===== src/rtl/ptw_pkg.sv =====
package ptw_pkg;

    typedef enum logic [1:0] {
        ST_IDLE    = 2'd0,
        ST_FETCH   = 2'd1,
        ST_CHECK   = 2'd2,
        ST_RESPOND = 2'd3
    } walk_state_t;

    typedef enum logic [1:0] {
        FLT_NONE = 2'b00,
        FLT_PAGE = 2'b01,
        FLT_PROT = 2'b10
    } fault_code_t;

endpackage


===== src/rtl/ptw_addr_split.sv =====
module ptw_addr_split #(
    parameter int VA_W      = 14,
    parameter int OFF_W     = 6,
    parameter int ADDR_W    = 12,
    parameter int PTE_BYTES = 2
) (
    input  logic [VA_W-1:0]   vaddr,
    input  logic [ADDR_W-1:0] base,
    output logic [OFF_W-1:0]  offset,
    output logic [ADDR_W-1:0] entry_addr
);
    localparam int VPN_W = VA_W - OFF_W;
    localparam int SHIFT = $clog2(PTE_BYTES);

    logic [VPN_W-1:0]  vpn;
    logic [ADDR_W-1:0] scaled;

    assign vpn    = vaddr[VA_W-1:OFF_W];
    assign offset = vaddr[OFF_W-1:0];

    generate
        if (SHIFT == 0) begin : g_noscale
            assign scaled = ADDR_W'(vpn);
        end else begin : g_scale
            assign scaled = ADDR_W'({vpn, {SHIFT{1'b0}}});
        end
    endgenerate

    assign entry_addr = base + scaled;

endmodule


===== src/rtl/ptw_pte_check.sv =====
module ptw_pte_check
    import ptw_pkg::*;
#(
    parameter int PTE_W = 16,
    parameter int PPN_W = 6,
    parameter int OFF_W = 6
) (
    input  logic [PTE_W-1:0]       pte,
    input  logic                   is_write,
    input  logic                   is_super,
    input  logic [OFF_W-1:0]       offset,
    output logic [1:0]             fault,
    output logic [PPN_W+OFF_W-1:0] paddr
);
    localparam int V_POS = PTE_W - 1;
    localparam int R_POS = PTE_W - 2;
    localparam int W_POS = PTE_W - 3;
    localparam int S_POS = PTE_W - 4;

    logic type_ok;
    logic priv_ok;
    logic unused_rsvd;

    assign unused_rsvd = ^pte[S_POS-1:PPN_W];

    always_comb begin
        type_ok = is_write ? pte[W_POS] : pte[R_POS];
        priv_ok = !pte[S_POS] || is_super;
        if (!pte[V_POS]) begin
            fault = FLT_PAGE;
        end else if (!(type_ok && priv_ok)) begin
            fault = FLT_PROT;
        end else begin
            fault = FLT_NONE;
        end
        paddr = (fault == FLT_NONE) ? {pte[PPN_W-1:0], offset} : '0;
    end

endmodule


===== src/rtl/ptw_ctrl.sv =====
module ptw_ctrl
    import ptw_pkg::*;
(
    input  logic clk,
    input  logic rst_n,
    input  logic req_valid,
    input  logic mem_ack,
    output logic req_ready,
    output logic mem_req,
    output logic load_req,
    output logic load_pte,
    output logic load_rsp,
    output logic rsp_done
);
    walk_state_t state, state_nx;

    always_ff @(posedge clk or negedge rst_n) begin
        if (!rst_n) begin
            state <= ST_IDLE;
        end else begin
            state <= state_nx;
        end
    end

    always_comb begin
        state_nx = state;
        unique case (state)
            ST_IDLE:    if (req_valid) state_nx = ST_FETCH;
            ST_FETCH:   if (mem_ack)   state_nx = ST_CHECK;
            ST_CHECK:   state_nx = ST_RESPOND;
            ST_RESPOND: state_nx = ST_IDLE;
        endcase
    end

    always_comb begin
        req_ready = 1'b0;
        mem_req   = 1'b0;
        load_req  = 1'b0;
        load_pte  = 1'b0;
        load_rsp  = 1'b0;
        rsp_done  = 1'b0;
        unique case (state)
            ST_IDLE: begin
                req_ready = 1'b1;
                load_req  = req_valid;
            end
            ST_FETCH: begin
                mem_req  = 1'b1;
                load_pte = mem_ack;
            end
            ST_CHECK:   load_rsp = 1'b1;
            ST_RESPOND: rsp_done = 1'b1;
        endcase
    end

endmodule


===== src/rtl/pt_walker.sv =====
module pt_walker #(
    parameter int VA_W       = 14,
    parameter int PA_W       = 12,
    parameter int PAGE_BYTES = 64,
    parameter int PTE_W      = 16
) (
    input  logic            clk,
    input  logic            rst_n,
    input  logic            req_valid,
    output logic            req_ready,
    input  logic [VA_W-1:0] req_vaddr,
    input  logic            req_write,
    input  logic            req_super,
    input  logic [PA_W-1:0] ptbr,
    output logic            mem_req,
    output logic [PA_W-1:0] mem_addr,
    input  logic            mem_ack,
    input  logic [PTE_W-1:0] mem_rdata,
    output logic            rsp_done,
    output logic [1:0]      rsp_fault,
    output logic [PA_W-1:0] rsp_paddr
);
    localparam int OFF_W     = $clog2(PAGE_BYTES);
    localparam int PPN_W     = PA_W - OFF_W;
    localparam int PTE_BYTES = PTE_W / 8;

    logic             load_req, load_pte, load_rsp;
    logic [OFF_W-1:0] offset_c;
    logic [PA_W-1:0]  entry_addr_c;
    logic [1:0]       fault_c;
    logic [PA_W-1:0]  paddr_c;

    logic [PA_W-1:0]  entry_addr_q;
    logic [OFF_W-1:0] offset_q;
    logic             is_write_q, is_super_q;
    logic [PTE_W-1:0] pte_q;
    logic [1:0]       fault_q;
    logic [PA_W-1:0]  paddr_q;

    ptw_ctrl u_ctrl (
        .clk       (clk),
        .rst_n     (rst_n),
        .req_valid (req_valid),
        .mem_ack   (mem_ack),
        .req_ready (req_ready),
        .mem_req   (mem_req),
        .load_req  (load_req),
        .load_pte  (load_pte),
        .load_rsp  (load_rsp),
        .rsp_done  (rsp_done)
    );

    ptw_addr_split #(
        .VA_W      (VA_W),
        .OFF_W     (OFF_W),
        .ADDR_W    (PA_W),
        .PTE_BYTES (PTE_BYTES)
    ) u_split (
        .vaddr      (req_vaddr),
        .base       (ptbr),
        .offset     (offset_c),
        .entry_addr (entry_addr_c)
    );

    ptw_pte_check #(
        .PTE_W (PTE_W),
        .PPN_W (PPN_W),
        .OFF_W (OFF_W)
    ) u_check (
        .pte      (pte_q),
        .is_write (is_write_q),
        .is_super (is_super_q),
        .offset   (offset_q),
        .fault    (fault_c),
        .paddr    (paddr_c)
    );

    always_ff @(posedge clk or negedge rst_n) begin
        if (!rst_n) begin
            entry_addr_q <= '0;
            offset_q     <= '0;
            is_write_q   <= 1'b0;
            is_super_q   <= 1'b0;
            pte_q        <= '0;
            fault_q      <= '0;
            paddr_q      <= '0;
        end else begin
            if (load_req) begin
                entry_addr_q <= entry_addr_c;
                offset_q     <= offset_c;
                is_write_q   <= req_write;
                is_super_q   <= req_super;
            end
            if (load_pte) begin
                pte_q <= mem_rdata;
            end
            if (load_rsp) begin
                fault_q <= fault_c;
                paddr_q <= paddr_c;
            end
        end
    end

    assign mem_addr  = entry_addr_q;
    assign rsp_fault = fault_q;
    assign rsp_paddr = paddr_q;

endmodule


===== config.mk =====
export PLATFORM = sky130hd
export DESIGN_NAME = pt_walker
export DESIGN_NICKNAME = d
export VERILOG_FILES = /design/src/rtl/ptw_pkg.sv /design/src/rtl/ptw_addr_split.sv /design/src/rtl/ptw_pte_check.sv /design/src/rtl/ptw_ctrl.sv /design/src/rtl/pt_walker.sv
export SDC_FILE = /design/constraint.sdc
export NUM_CORES = 1
export LEC_CHECK = 0
export BUFFER_PORTS_ARGS = -buffer_cell sky130_fd_sc_hd__buf_2
export CORE_ASPECT_RATIO = 0.5
export CORE_UTILIZATION = 40
export CTS_CLUSTER_DIAMETER = 200
export DETAILED_ROUTE_END_ITERATION = 8
export GPL_TIMING_DRIVEN = 0
export MAX_ROUTING_LAYER = met4
export PLACE_DENSITY = 0.66
export SLEW_MARGIN = 25
export SYNTH_ARGS = -nofsm -noshare
export SYNTH_HDL_FRONTEND = slang
export SYNTH_SLANG_ARGS = --single-unit

===== constraint.sdc =====
create_clock -name clk -period 3.26 [get_ports clk]
set_input_delay 0.326 -clock clk [delete_from_list [all_inputs] [get_ports clk]]
set_output_delay 0.326 -clock clk [all_outputs]
set_load 0.02 [all_outputs]

---- After elaboration in Yosys (flattened, before gate mapping) ----
Cells that the tools add are included.
storage, ports and cells
  word-level logic and storage cells ...... 33
  register bits ........................... 52
  output and inout port bits .............. 29
operators by class
  equality and inequality tests ........... 5
  $add $sub $neg .......................... 1
  reduce and logical (&&, ||, !) cells .... 6
  multiplexer cells ....................... 13
operators by type and width
  cell                                                 count
  adder 12 x 9 -> 12 bit                               1
  2-to-1 mux 12 bit                                    1
  2-to-1 mux 2 bit                                     4
  case mux 2 bit (4 select lines)                      1
  2-to-1 mux 1 bit                                     7
  equality test 2 bit, second input constant           2
  zero test 2 bit                                      2
  != test 2 bit, second input constant                 2
  equality test 2 x 1 -> 1 bit, second input constant  1
  AND reduction 2 bit                                  1
  logical AND 1 bit                                    1
  zero test 1 bit                                      1
  logical OR 1 bit                                     1

---- Logic depth before layout (Yosys ltp) ----
  depth after elaboration ................. 7
  depth in mapped cells ................... 8
  mapped depth without buffers ............ 8

---- Cells and area by module ----
Synthesis repeated with hierarchy kept, for this count alone.
second synthesis, totals
  cell total of the unflattened synthesis .. 222
  area total of the unflattened synthesis .. 2829.0 um2
by module, submodules not included
  module          cells an instance  times used  area an instance (um2)
  pt_walker       105                1           1909.3
  ptw_addr_split  70                 1           523.0
  ptw_pte_check   31                 1           210.2
  ptw_ctrl        16                 1           186.4

---- Least setup slack after synthesis ----
OpenSTA, ideal clock, no wires.
  kind .................................... input to register
  from .................................... input port req_vaddr[6]
  to ...................................... register entry_addr_q[11] (netlist: mem_addr[11])
  data required time ...................... 3.136 ns
  stages on the path ...................... 8
  slack ................................... 1.404 ns
  library setup time ...................... 0.124 ns
  data arrival time ....................... 1.732 ns
  path buffers ............................ 0
  cell sequence ........................... ha_1 > inv_1 > fa_1 > nor2b_1 > o31a_1 > o21ai_1 > o21a_1 > o31a_1
on the way
  word-level cells in the longest chain between the ends .. 1
ends and longest elaborated chain
  item                    RTL line              text
  start, declared         pt_walker.sv:11       input logic [VA_W-1:0] req_vaddr,
  adder 12 x 9 -> 12 bit  ptw_addr_split.sv:29  assign entry_addr = base + scaled;
  end signal, assigned    pt_walker.sv:89       entry_addr_q <= entry_addr_c;
  end, declared           pt_walker.sv:33       logic [PA_W-1:0] entry_addr_q;
Every way passes these cells.
A chain may end at the register's enable or synchronous reset.

---- Worst setup path in the final report ----
  from .................................... register u_ctrl.state[0]
  to ...................................... register entry_addr_q[4] (netlist: mem_addr[4])
on the way
  word-level cells in the longest chain between the ends .. 2
ends and longest elaborated chain
  item                    RTL line        text
  start, declared         ptw_ctrl.sv:15  walk_state_t state, state_nx;
  start signal, assigned  ptw_ctrl.sv:21  state <= state_nx;
  zero test 2 bit         ptw_ctrl.sv:42  unique case (state)
  2-to-1 mux 1 bit        ptw_ctrl.sv:42
Every way passes these cells.

==> results.tsv <==
stage	metric	value	unit
synth	Cells after Synth	199	
power	Sw Ratio	37.7	%
worst_setup_path	Worst EP arrival	2.11	ns
place	RD Place Congestion	0.741	
worst_setup_path	Worst setup SP type	flop	
synth	Yosys reg bits	46	
timing	Slew HR	61.8	%
power	Max IR drop VDD	0.000262	V
die	I/O pin count	77	
detailed_routing	initial drt markers	83	
synth	Synth Area in XOR/XNOR	1.99	%
power	P_sw	0.841	mW
timing	final count of pins violating max slew	0	
power	Internal	1.39	mW
die	Die X	107	um
worst_setup_path	Crit path required time	3.42	ns
power	leakage power	1.38	nW
detailed_routing	Vias per Instance	4.77	
die	DIE AREA	0.00582	sq mm
timing	clk_skew	0.00899	ns
synth	yosys warns	0	
status	outcome	finished, final reports clean	
global_route	gr ovfl total	0	
synth	syn avg cell area	11.1	sq um
clock_tree	Setup Fix Bufs, Post-CTS	0	
final_layout	Final Util	53.5	%
synth	Adder-Cell Fraction of Synth Area	7.73	%
timing	Final period util	59.9	%
final_layout	area grow syn2layout	24.3	%
die	Core Area	0.00511	sq mm
place	DP HPWL	3220	um
global_route	initial antenna violation count	0	
final_layout	final instance area	0.00274	sq mm
final_layout	# diodes	0	
clock_tree	worst-skew pair later-pin latency	0.29	ns
timing	Max Freq	512	MHz
timing	Setup TNS Final	0	ns
detailed_routing	DRT Pass-1 Iters	4	
global_route	vias in the first global route	1466	
clock_tree	CTS resizes	0	
worst_setup_path	WS Path Type	reg -> reg	
worst_setup_path	Worst path max stage delay	0.45	ns
final_layout	fillers	468	
synth	Synth area leader	dfrtp_1	
worst_setup_path	Worst Path Max Fanout	10	
clock_tree	clock sinks	46	
global_route	Total GRT Usage	16.9	%
synth	mux contribution to synthesized area	12.0	%
job	max_cap viols	0	
power	sequential power share	42.6	%
synth	top post-synthesis cells by area	dfrtp_1 52%, mux2_2 10%, ha_1 6.8%	
power	pwr/cell area	816	mW/mm^2
synth	Seq/Total Area, Yosys	52.3	%
clock_tree	CTS Buffer Depth	2	
worst_setup_path	critical-path cell list	inv_1 -> ha_1 -> nand2_1 -> clkbuf_1 -> clkbuf_1 -> o21ai_0	
detailed_routing	DRC viols	0	
clock_tree	CTS Buf Count	5	
detailed_routing	routed len/inst	12.5	um
final_layout	Final #Nets	337	
global_route	global-route wire length before repair	7000	um
power	Total Power	2.23	mW
synth	Syn Std Cell Area	0.00220	sq mm
die	die span in y	54.5	um
timing	final setup vio count	0	
worst_setup_path	Critical Path Most Common Cell	clkbuf_1	
timing	RSZ-0062 raised after global routing	no	
synth	Synth top area share	52.3	%
synth	Post-synth EDFFs	0	
synth	asr flop ratio synth	100	%
die	# rows	18	
clock_tree	H-tree level count	2	
die	Initial Util	43.1	%
synth	Simple-Gate Fraction of Synth Area	7.33	%
synth	syn_nets	260	
place	port bufs	70	
hold_path	worst hold-check path type	in -> async	
synth	Cell variety after synth	34	
timing	Final min period	1.95	ns
synth	predominant post-synthesis flop cell	dfrtp_1	
final_layout	share of layout cells above drive strength 1	36.5	%
place	placed cell areas	0.00264	sq mm
timing	final hold vios	0	
detailed_routing	Total Wirelength	4330	um
timing	setup ws final	1.31	ns
global_route	largest net degree at the start of global routing	47	
detailed_routing	Post-DRT Antenna Nets	0	
clock_tree	root buf cell	clkbuf_8	
worst_setup_path	Critical Path End Type	flop	
synth	largest family of logic cells by synthesized area	compound AO/OA/AOI/OAI gates	
clock_tree	post-cts hold buffer count	0	
place	pre-CTS WS	1.15	ns
power	Clock power frac	16.0	%
clock_tree	clock-pin slew on the worst setup and hold paths	0.09	ns
clock_tree	TritonCTS clock tree	done	
synth	complex-gate fraction of the synthesized area	13.8	%
timing	Worst-Margin Slew	0.573	ns
detailed_routing	Vias	1655	
worst_setup_path	Crit-path slowest cell	clkbuf_1	
power	Logic pwr share	41.4	%
[synthesized netlist by cell type, types with 3 or more instances]
cell      number
a21oi_1        4
clkbuf_1       4
o21a_1         4
xor2_1         4
mux2i_1        4
nor2_1         3
inv_1         23
o21ai_0       20
dfrtp_1       46
mux2_2        20
nand2_1       23
nor2b_1        4
ha_1          12
[worst paths after layout]
| path | start | end | slack (ns) | depth (start not counted) |
|---|---|---|---|---|
| max | u_ctrl.state[0] | mem_addr[4] | 1.31 | 6 |
| min reg2reg | pte_q[2] | rsp_paddr[8] | 0.47 | 2 |
| max in group asynchronous | rst_n | mem_addr[3] | 2.85 | 1 |
| max reg2reg | u_ctrl.state[0] | mem_addr[4] | 1.31 | 6 |
| min | rst_n | pte_q[3] | 0.03 | 1 |
| min in group clk | req_vaddr[4] | offset_q[4] | 0.26 | 2 |
[cell families (layout without fill, tap and decap cells)]
| kind of cell | Yosys count | after routing |
|---|---|---|
| buffers and inverters | 28 | 106 |
| xor gates and xnor gates | 5 | 5 |
| adders and majority gates | 13 | 13 |
| muxes | 24 | 24 |
| AOI/OAI and AO/OA | 46 | 46 |
| DFF | 46 | 46 |
| and+or+nand+nor | 37 | 37 |
[cell type report]
type / count / area (sq um) / area share (%)
Clock buffer: 6 / 82.6 / 3.02
Multi-Input combinational cell: 125 / 945 / 34.5
Buffer: 5 / 20.0 / 0.731
Clock inverter: 2 / 12.5 / 0.457
Inverter: 23 / 86.3 / 3.15
Sequential cell: 46 / 1150 / 42.0
Timing Repair Buffer: 70 / 353 / 12.9
Tap cell: 70 / 87.6 / 3.20
[state kept, by name, indices dropped and copies added (netlist names)]
signal and count:
u_ctrl.state 2, pte_q 10, rsp_paddr 12, offset_q 6, rsp_fault 2, is_write_q 1, is_super_q 1, mem_addr 12
[critical path: cells and delay by family (launching register included)]
kind | cells | cell delay [ns]
flops | 1 | 0.40
fa+ha+maj | 1 | 0.26
simple gates | 1 | 0.12
buf+inv | 3 | 0.89
compound gates | 1 | 0.15
[cells in the final DEF (no fill, tap or decap), types with 3 or more instances in the layout]
cell and instances:
buf_2 70, dfrtp_1 46, inv_1 23, nand2_1 23, o21ai_0 20, mux2_2 20, ha_1 12, clkbuf_8 6
clkbuf_1 4, nor2b_1 4, a21oi_1 4, xor2_1 4, mux2i_1 4, o21a_1 4, nor2_1 3
[power groups by stage]
| stage | sequential, mW | clock (mW) | combinational, mW |
|---|---|---|---|
| final | 0.951 | 0.357 | 0.925 |
| after global routing | 0.985 | 0.395 | 1.03 |
| after CTS | 0.954 | 0.374 | 0.940 |
| after detailed placement | 0.966 | 0 | 0.937 |
| after global placement | 0.952 | 0 | 0.911 |
| after floorplan | 1.10 | 0 | 0.508 |
[through the flow]
step | hold slack (ns) | instances
finish | 0.0272 | 347
global route | 0.0656 | 347
CTS | 0.234 | 347
detailed placement | 0.461 | 339
global placement | 0.453 | 339
floorplan | 0.0304 | 199
[metal layers]
metal	part of all wire, %	up-vias	track usage, %
li1	-	834	-
met1	49	782	20.9
met2	47	32	27.6
met3	3.0	7	3.57
met4	1.5	0	7.53
met5	0	-	-
(Power assumes the default switching activity.)
